===== src/rtl/spi_eng_pkg.sv =====
package spi_eng_pkg;

    typedef enum logic [1:0] {
        ST_IDLE  = 2'd0,
        ST_LEAD  = 2'd1,
        ST_TRAIL = 2'd2
    } eng_state_e;

endpackage


===== src/rtl/spi_half_timer.sv =====
module spi_half_timer #(
    parameter int DIV_W = 16
) (
    input  logic             clk,
    input  logic             rst_n,
    input  logic             run,
    input  logic [DIV_W-1:0] div,
    output logic             half_end
);

    logic [DIV_W-1:0] cnt_q;

    assign half_end = run && (cnt_q == div);

    always_ff @(posedge clk or negedge rst_n) begin
        if (!rst_n) begin
            cnt_q <= '0;
        end else if (!run || half_end) begin
            cnt_q <= '0;
        end else begin
            cnt_q <= cnt_q + 1'b1;
        end
    end

    // the half-period counter never passes the divider value
    a_r2_cnt_bound: assert property (@(posedge clk) disable iff (!rst_n)
        cnt_q <= div);

endmodule


===== src/rtl/spi_word_path.sv =====
module spi_word_path #(
    parameter int DATA_W = 32,
    localparam int IDX_W = $clog2(DATA_W)
) (
    input  logic              clk,
    input  logic              rst_n,
    input  logic              load,
    input  logic [DATA_W-1:0] load_word,
    input  logic              advance,
    input  logic              sample,
    input  logic              sample_bit,
    input  logic [IDX_W-1:0]  width_m1,
    input  logic              msb_first,
    output logic              cur_bit,
    output logic              next_bit,
    output logic              last,
    output logic [DATA_W-1:0] rx_next
);

    logic [DATA_W-1:0] tx_q;
    logic [DATA_W-1:0] rx_q;
    logic [IDX_W-1:0]  idx_q;

    function automatic logic [IDX_W-1:0] bit_pos(input logic [IDX_W-1:0] i);
        return msb_first ? (width_m1 - i) : i;
    endfunction

    assign cur_bit  = tx_q[bit_pos(idx_q)];
    assign next_bit = tx_q[bit_pos(idx_q + 1'b1)];
    assign last     = (idx_q == width_m1);

    always_comb begin
        rx_next = rx_q;
        if (sample) begin
            rx_next[bit_pos(idx_q)] = sample_bit;
        end
    end

    always_ff @(posedge clk or negedge rst_n) begin
        if (!rst_n) begin
            tx_q  <= '0;
            rx_q  <= '0;
            idx_q <= '0;
        end else if (load) begin
            tx_q  <= load_word;
            rx_q  <= '0;
            idx_q <= '0;
        end else begin
            if (sample) begin
                rx_q <= rx_next;
            end
            if (advance) begin
                idx_q <= idx_q + 1'b1;
            end
        end
    end

    // a bit is never advanced past the last position of the word
    a_r3_no_advance_past_end: assert property (@(posedge clk) disable iff (!rst_n)
        advance |-> !last);

endmodule


===== src/rtl/spi_shift_engine.sv =====
module spi_shift_engine #(
    parameter int DATA_W = 32,
    parameter int DIV_W  = 16,
    localparam int IDX_W = $clog2(DATA_W)
) (
    input  logic              clk,
    input  logic              rst_n,
    input  logic              cfg_enable,
    input  logic [DIV_W-1:0]  cfg_divider,
    input  logic [IDX_W-1:0]  cfg_width_m1,
    input  logic              cfg_polarity,
    input  logic              cfg_idle_level,
    input  logic              cfg_sample_first,
    input  logic              cfg_msb_first,
    input  logic              cfg_loopback,
    input  logic              tx_disable,
    input  logic              rx_disable,
    input  logic [DATA_W-1:0] tx_data,
    input  logic              tx_valid,
    output logic              tx_ready,
    output logic [DATA_W-1:0] rx_data,
    output logic              rx_valid,
    output logic              sclk,
    output logic              mosi,
    input  logic              miso,
    output logic              busy
);

    import spi_eng_pkg::*;

    typedef struct packed {
        logic [DIV_W-1:0] div;
        logic [IDX_W-1:0] wm1;
        logic             pol;
        logic             idle;
        logic             ph;
        logic             msb;
        logic             loop;
    } eng_cfg_t;

    eng_cfg_t   cfg_q;
    eng_state_e state_q, state_d;
    logic       txo_q, rxo_q;
    logic       mosi_q, rx_valid_q;
    logic [DATA_W-1:0] rx_data_q;

    logic half_end, start, cur_bit, next_bit, last_bit;
    logic sample, advance, word_done, first_bit;
    logic [DATA_W-1:0] rx_next, load_word;

    // ---------------- configuration capture (config mode only)
    always_ff @(posedge clk or negedge rst_n) begin
        if (!rst_n) begin
            cfg_q <= '{div: '0, wm1: IDX_W'(1), pol: 1'b0, idle: 1'b0,
                       ph: 1'b0, msb: 1'b0, loop: 1'b0};
        end else if (!cfg_enable) begin
            cfg_q.div  <= cfg_divider;
            cfg_q.wm1  <= (cfg_width_m1 == '0) ? IDX_W'(1) : cfg_width_m1;
            cfg_q.pol  <= cfg_polarity;
            cfg_q.idle <= cfg_idle_level;
            cfg_q.ph   <= cfg_sample_first;
            cfg_q.msb  <= cfg_msb_first;
            cfg_q.loop <= cfg_loopback;
        end
    end

    // ---------------- submodules
    spi_half_timer #(.DIV_W(DIV_W)) u_timer (
        .clk      (clk),
        .rst_n    (rst_n),
        .run      (cfg_enable && (state_q != ST_IDLE)),
        .div      (cfg_q.div),
        .half_end (half_end)
    );

    assign load_word = tx_disable ? '0 : tx_data;
    assign first_bit = tx_disable ? 1'b0
                     : tx_data[cfg_q.msb ? cfg_q.wm1 : IDX_W'(0)];

    assign sample  = cfg_enable && half_end &&
                     (((state_q == ST_LEAD) && cfg_q.ph) ||
                      ((state_q == ST_TRAIL) && !cfg_q.ph));
    assign advance   = cfg_enable && half_end && (state_q == ST_TRAIL) && !last_bit;
    assign word_done = cfg_enable && half_end && (state_q == ST_TRAIL) && last_bit;

    spi_word_path #(.DATA_W(DATA_W)) u_path (
        .clk        (clk),
        .rst_n      (rst_n),
        .load       (start),
        .load_word  (load_word),
        .advance    (advance),
        .sample     (sample),
        .sample_bit (cfg_q.loop ? mosi_q : miso),
        .width_m1   (cfg_q.wm1),
        .msb_first  (cfg_q.msb),
        .cur_bit    (cur_bit),
        .next_bit   (next_bit),
        .last       (last_bit),
        .rx_next    (rx_next)
    );

    // ---------------- state register
    always_comb begin
        start   = cfg_enable && (state_q == ST_IDLE) &&
                  (tx_disable ? !rx_disable : tx_valid);
        state_d = state_q;
        unique case (state_q)
            ST_IDLE:  if (start)    state_d = ST_LEAD;
            ST_LEAD:  if (half_end) state_d = ST_TRAIL;
            ST_TRAIL: if (half_end) state_d = last_bit ? ST_IDLE : ST_LEAD;
            default:                state_d = ST_IDLE;
        endcase
        if (!cfg_enable) begin
            state_d = ST_IDLE;
        end
    end

    always_ff @(posedge clk or negedge rst_n) begin
        if (!rst_n) begin
            state_q <= ST_IDLE;
        end else begin
            state_q <= state_d;
        end
    end

    // ---------------- registered per-word data outputs
    always_ff @(posedge clk or negedge rst_n) begin
        if (!rst_n) begin
            txo_q      <= 1'b0;
            rxo_q      <= 1'b0;
            mosi_q     <= 1'b0;
            rx_valid_q <= 1'b0;
            rx_data_q  <= '0;
        end else begin
            rx_valid_q <= 1'b0;
            if (start) begin
                txo_q <= tx_disable;
                rxo_q <= rx_disable;
                if (tx_disable) begin
                    mosi_q <= 1'b0;
                end else if (cfg_q.ph) begin
                    mosi_q <= first_bit;
                end
            end else if (state_q == ST_IDLE && tx_disable) begin
                mosi_q <= 1'b0;
            end else if (cfg_enable && half_end) begin
                if (state_q == ST_LEAD && !cfg_q.ph) begin
                    mosi_q <= txo_q ? 1'b0 : cur_bit;
                end
                if (advance && cfg_q.ph) begin
                    mosi_q <= txo_q ? 1'b0 : next_bit;
                end
            end
            if (word_done && !rxo_q) begin
                rx_valid_q <= 1'b1;
                rx_data_q  <= rx_next;
            end
        end
    end

    // ---------------- combinational outputs
    always_comb begin
        busy     = (state_q != ST_IDLE);
        tx_ready = cfg_enable && !tx_disable && (state_q == ST_IDLE);
        unique case (state_q)
            ST_LEAD:  sclk = cfg_q.pol;
            ST_TRAIL: sclk = !cfg_q.pol;
            default:  sclk = cfg_q.idle;
        endcase
    end

    assign mosi     = mosi_q;
    assign rx_valid = rx_valid_q;
    assign rx_data  = rx_data_q;

    // ---------------- assertions
    a_r11_ready_only_idle: assert property (@(posedge clk) disable iff (!rst_n)
        tx_ready |-> !busy);

    a_r5_idle_clock_level: assert property (@(posedge clk) disable iff (!rst_n)
        !busy |-> (sclk == cfg_q.idle));

    a_r12_single_pulse: assert property (@(posedge clk) disable iff (!rst_n)
        rx_valid |=> !rx_valid);

    a_r10_cfg_frozen: assert property (@(posedge clk) disable iff (!rst_n)
        (cfg_enable && $past(cfg_enable)) |-> $stable(cfg_q));

    a_r8_txoff_quiet: assert property (@(posedge clk) disable iff (!rst_n)
        (busy && txo_q) |-> !mosi);

    a_r9_rxoff_silent: assert property (@(posedge clk) disable iff (!rst_n)
        rx_valid |-> !$past(rxo_q));

endmodule


===== config.mk =====
export PLATFORM = sky130hd
export DESIGN_NAME = spi_shift_engine
export DESIGN_NICKNAME = d
export VERILOG_FILES = /design/src/rtl/spi_eng_pkg.sv /design/src/rtl/spi_half_timer.sv /design/src/rtl/spi_word_path.sv /design/src/rtl/spi_shift_engine.sv
export SDC_FILE = /design/constraint.sdc
export NUM_CORES = 1
export LEC_CHECK = 0
export BUFFER_PORTS_ARGS = -buffer_cell sky130_fd_sc_hd__buf_4
export CORE_ASPECT_RATIO = 1.75
export CORE_MARGIN = 4
export CORE_UTILIZATION = 36
export DETAILED_ROUTE_END_ITERATION = 7
export GPL_TIMING_DRIVEN = 0
export PLACE_DENSITY = 0.65
export SKIP_CTS_REPAIR_TIMING = 1
export SYNTH_ARGS = -nofsm -noshare
export SYNTH_HDL_FRONTEND = slang
export SYNTH_SLANG_ARGS = --single-unit

===== constraint.sdc =====
create_clock -name clk -period 7.38 [get_ports clk]
set_input_delay 0.369 -clock clk [delete_from_list [all_inputs] [get_ports clk]]
set_output_delay 0.369 -clock clk [all_outputs]
set_load 0.1 [all_outputs]

==> flow_summary.yaml <==
status:
  status: "complete, no violations"
critical_path:
  critPathMaxFanout: 10
  cp-end-kind: "register"
  cp.arrival_ns: 4.80
  crit_type: "reg -> reg"
  required_ns: 7.72
  start_kind: "register"
floorplanning:
  row_count: 74
  initial_core_util_pct: 36.4
  ios: 102
  core_um2: 23300
  die_y_um: 211
  dieArea_um2: 26200
  die_x_um: 124
route:
  first_pass_iters: 4
  vias: 6940
  wire_per_inst_um: 19.2
  wirelength_um: 24000
  drt-initial-drc-count: 325
  drtAntennaViolNets: 0
  drcViolationCount: 0
  vias_per_cell: 5.55
logic_synthesis:
  synth_warnings: 0
  synth_nets: 895
  synth_cell_types: 69
  ys.flop_type: "dfrtp_1"
  seq_area_frac_synth_pct: 43.9
  netlist_area_um2: 8490
  syn_inst: 814
  ys_seq_elements: 149
  synth_area_per_cell_um2: 10.4
  synth-async-reset-ratio_pct: 100
  synth_edf_count: 0
finish:
  antenna_cells: 0
  nets: 1015
  drive_gt1_share_pct: 21.6
  area_growth_syn_to_layout_pct: 20.6
  num-fill-cells: 2300
  fin_util_pct: 43.9
  multiInputGateArea_um2: 4390
  finalInstanceArea_um2: 10200
  regArea_um2: 3730
clocking:
  cts_root_buf: "clkbuf_16"
  cts.sinks: 149
  cts_max_level: 4
  cts-buffers-inserted: 17
  clk_latency_ns: 0.43
  clk_path_buf_depth: 2
  path_clk_slew_ns: 0.07
  cts_tree: "yes"
power:
  clock_power_share_pct: 32.9
  power.density_nw_per_um2: 258
  leakagePower_nw: 4.91
  peakVddDrop_mv: 0.111
  p_int_w: 0.00170
  combPwrFrac_pct: 28.4
  power.share.sequential_pct: 38.7
  p_switching_w: 0.000938
  p_sw_share_pct: 35.5
timing:
  timing_hold_violations_final: 0
  post-route-min-period_ns: 4.45
  relSlewSlack_pct: 24.5
  min_period_over_period_pct: 60.4
  setup_ws_ns: 2.93
  setup_tns_ns: 0
  setup_viol: 0
  max_slew.worst_pin.slew_ns: 1.13
  rsz0062_at_grt: "no"
  skew_ns: 0.00930
  holdWs_ns: 0.168
  max_freq_mhz: 224
  slew_violations: 0
placed_design:
  portBuffers: 99
  gp_congestion: 0.877
  dp_hpwl_um: 18500
  place_area_um2: 9640
  dp_slack_ns: 2.91
grt:
  grt_pass1_vias: 7425
  grt_pass1_wl_um: 38700
  antenna_found_initial: 0
  grt_max_degree: 84
  track_usage_pct: 19.0
  gr-total-overflow: 0
min_path:
  hold_class: "in -> reg"
flow_run:
  drv_cap: 0
-- final cells by class --
cell class                 instances  area share (%)
sequential                       149            36.4
inverter                          19           0.697
multi-input combinational        587            42.9
tap                              304            3.72
clock buffer                      18            4.19
timing repair buffer             101            7.67
clock inverter                    14            1.48
buffer                            59            2.92
-- flip-flops by register name, summed over array words and instances, names as in the netlist --
| signal | flops |
|---|---|
| rxo_q | 1 |
| u_path.tx_q | 32 |
| cfg_q | 26 |
| u_timer.cnt_q | 16 |
| u_path.idx_q | 5 |
| u_path.rx_q | 32 |
| mosi | 1 |
| state_q | 2 |
| txo_q | 1 |
| rx_data | 32 |
| rx_valid | 1 |
-- power by group through the flow --
stage | combinational [W] | sequential [W] | clock [W]
2_1_floorplan | 0.000525 | 0.00101 | 0
3_3_place_gp | 0.000732 | 0.00103 | 0
3_5_place_dp | 0.000749 | 0.00103 | 0
4_1_cts | 0.000751 | 0.00102 | 0.000885
5_1_grt | 0.000818 | 0.00103 | 0.000915
6_report | 0.000750 | 0.00102 | 0.000869
-- worst paths after layout --
check	from	end	slack (ns)	cells after the start
min in group asynchronous	rst_n	rx_valid	0.51	2
max in group asynchronous	rst_n	u_path.tx_q[13]	6.03	3
min	cfg_divider[1]	cfg_q[11]	0.17	2
max reg2reg	cfg_q[5]	mosi	2.93	11
min reg2reg	rx_data[2]	rx_data[2]	0.47	2
max	cfg_q[5]	mosi	2.93	11
-- Yosys cell counts, drive strengths merged, types with 4 or more instances --
master,number,area share [%]
a31oi,5,0.37
clkbuf,37,1.7
inv,19,0.84
a21o,29,2.6
a311oi,28,2.9
nand2b,4,0.29
nand3,19,1.1
mux2i,60,7.1
xnor2,17,1.8
o21ai,75,4.4
a22o,32,3.3
o211ai,4,0.35
ha,14,2.1
nor4,11,1.6
a21oi,76,4.5
mux2,29,3.8
mux4,7,1.9
nand2,35,1.5
nand4,4,0.47
or3,9,0.66
buf,22,1.8
nor3b,5,0.57
nor2,36,1.6
and3,9,0.72
nor3,4,0.29
dfrtp,148,44
xor2,27,2.8
nor2b,7,0.52
-- placed cells by master (no fill, tap or decap), types with 9 or more instances in the layout --
| master | netlist | layout |
|---|---|---|
| xnor2_1 | 17 | 17 |
| mux2_2 | 29 | 29 |
| dfrtp_1 | 148 | 148 |
| a21o_1 | 29 | 29 |
| xor2_1 | 27 | 27 |
| inv_1 | 19 | 19 |
| nand3_1 | 19 | 19 |
| buf_4 | 4 | 102 |
| clkbuf_16 | 0 | 17 |
| mux2i_1 | 59 | 59 |
| or3_1 | 9 | 9 |
| a22o_1 | 32 | 32 |
| buf_2 | 11 | 11 |
| o21ai_0 | 75 | 75 |
| nand2_1 | 35 | 35 |
| a21oi_1 | 76 | 76 |
| ha_1 | 14 | 14 |
| nor2_1 | 35 | 35 |
| a311oi_1 | 28 | 28 |
| clkbuf_1 | 34 | 35 |
-- critical path, stage by stage (launching register included) --
cell	delay (ns)
dfstp_2	0.62
clkbuf_1	0.54
inv_1	0.21
ha_1	0.27
inv_1	0.07
fa_1	0.41
mux2i_1	0.63
clkbuf_1	0.55
o21ai_0	0.34
a221oi_1	0.39
o211ai_1	0.14
a32oi_1	0.20
-- per-layer routing --
| layer | wire, um | track usage (%) |
|---|---|---|
| met2 | 13200 | 34.4 |
| met4 | 1390 | 12.3 |
| met5 | 0 | 0 |
| met3 | 738 | 2.73 |
| met1 | 8750 | 20.0 |
-- cells by family after synthesis --
group	after synthesis	synth area share, %
compound gates	273	20.9
xor+xnor	44	4.54
fa+ha+maj	16	2.54
buf+inv	78	4.36
flops	149	43.9
mux	96	12.8
simple gates	158	10.9
-- stage by stage --
| step | cells | total power [W] |
|---|---|---|
| 2_1_floorplan | 814 | 0.00154 |
| 4_1_cts | 1250 | 0.00266 |
| 3_3_place_gp | 1217 | 0.00176 |
| 5_1_grt | 1251 | 0.00277 |
| 3_5_place_dp | 1218 | 0.00178 |
| 6_report | 1251 | 0.00264 |
No activity file was read; power rests on OpenSTA's default activity.
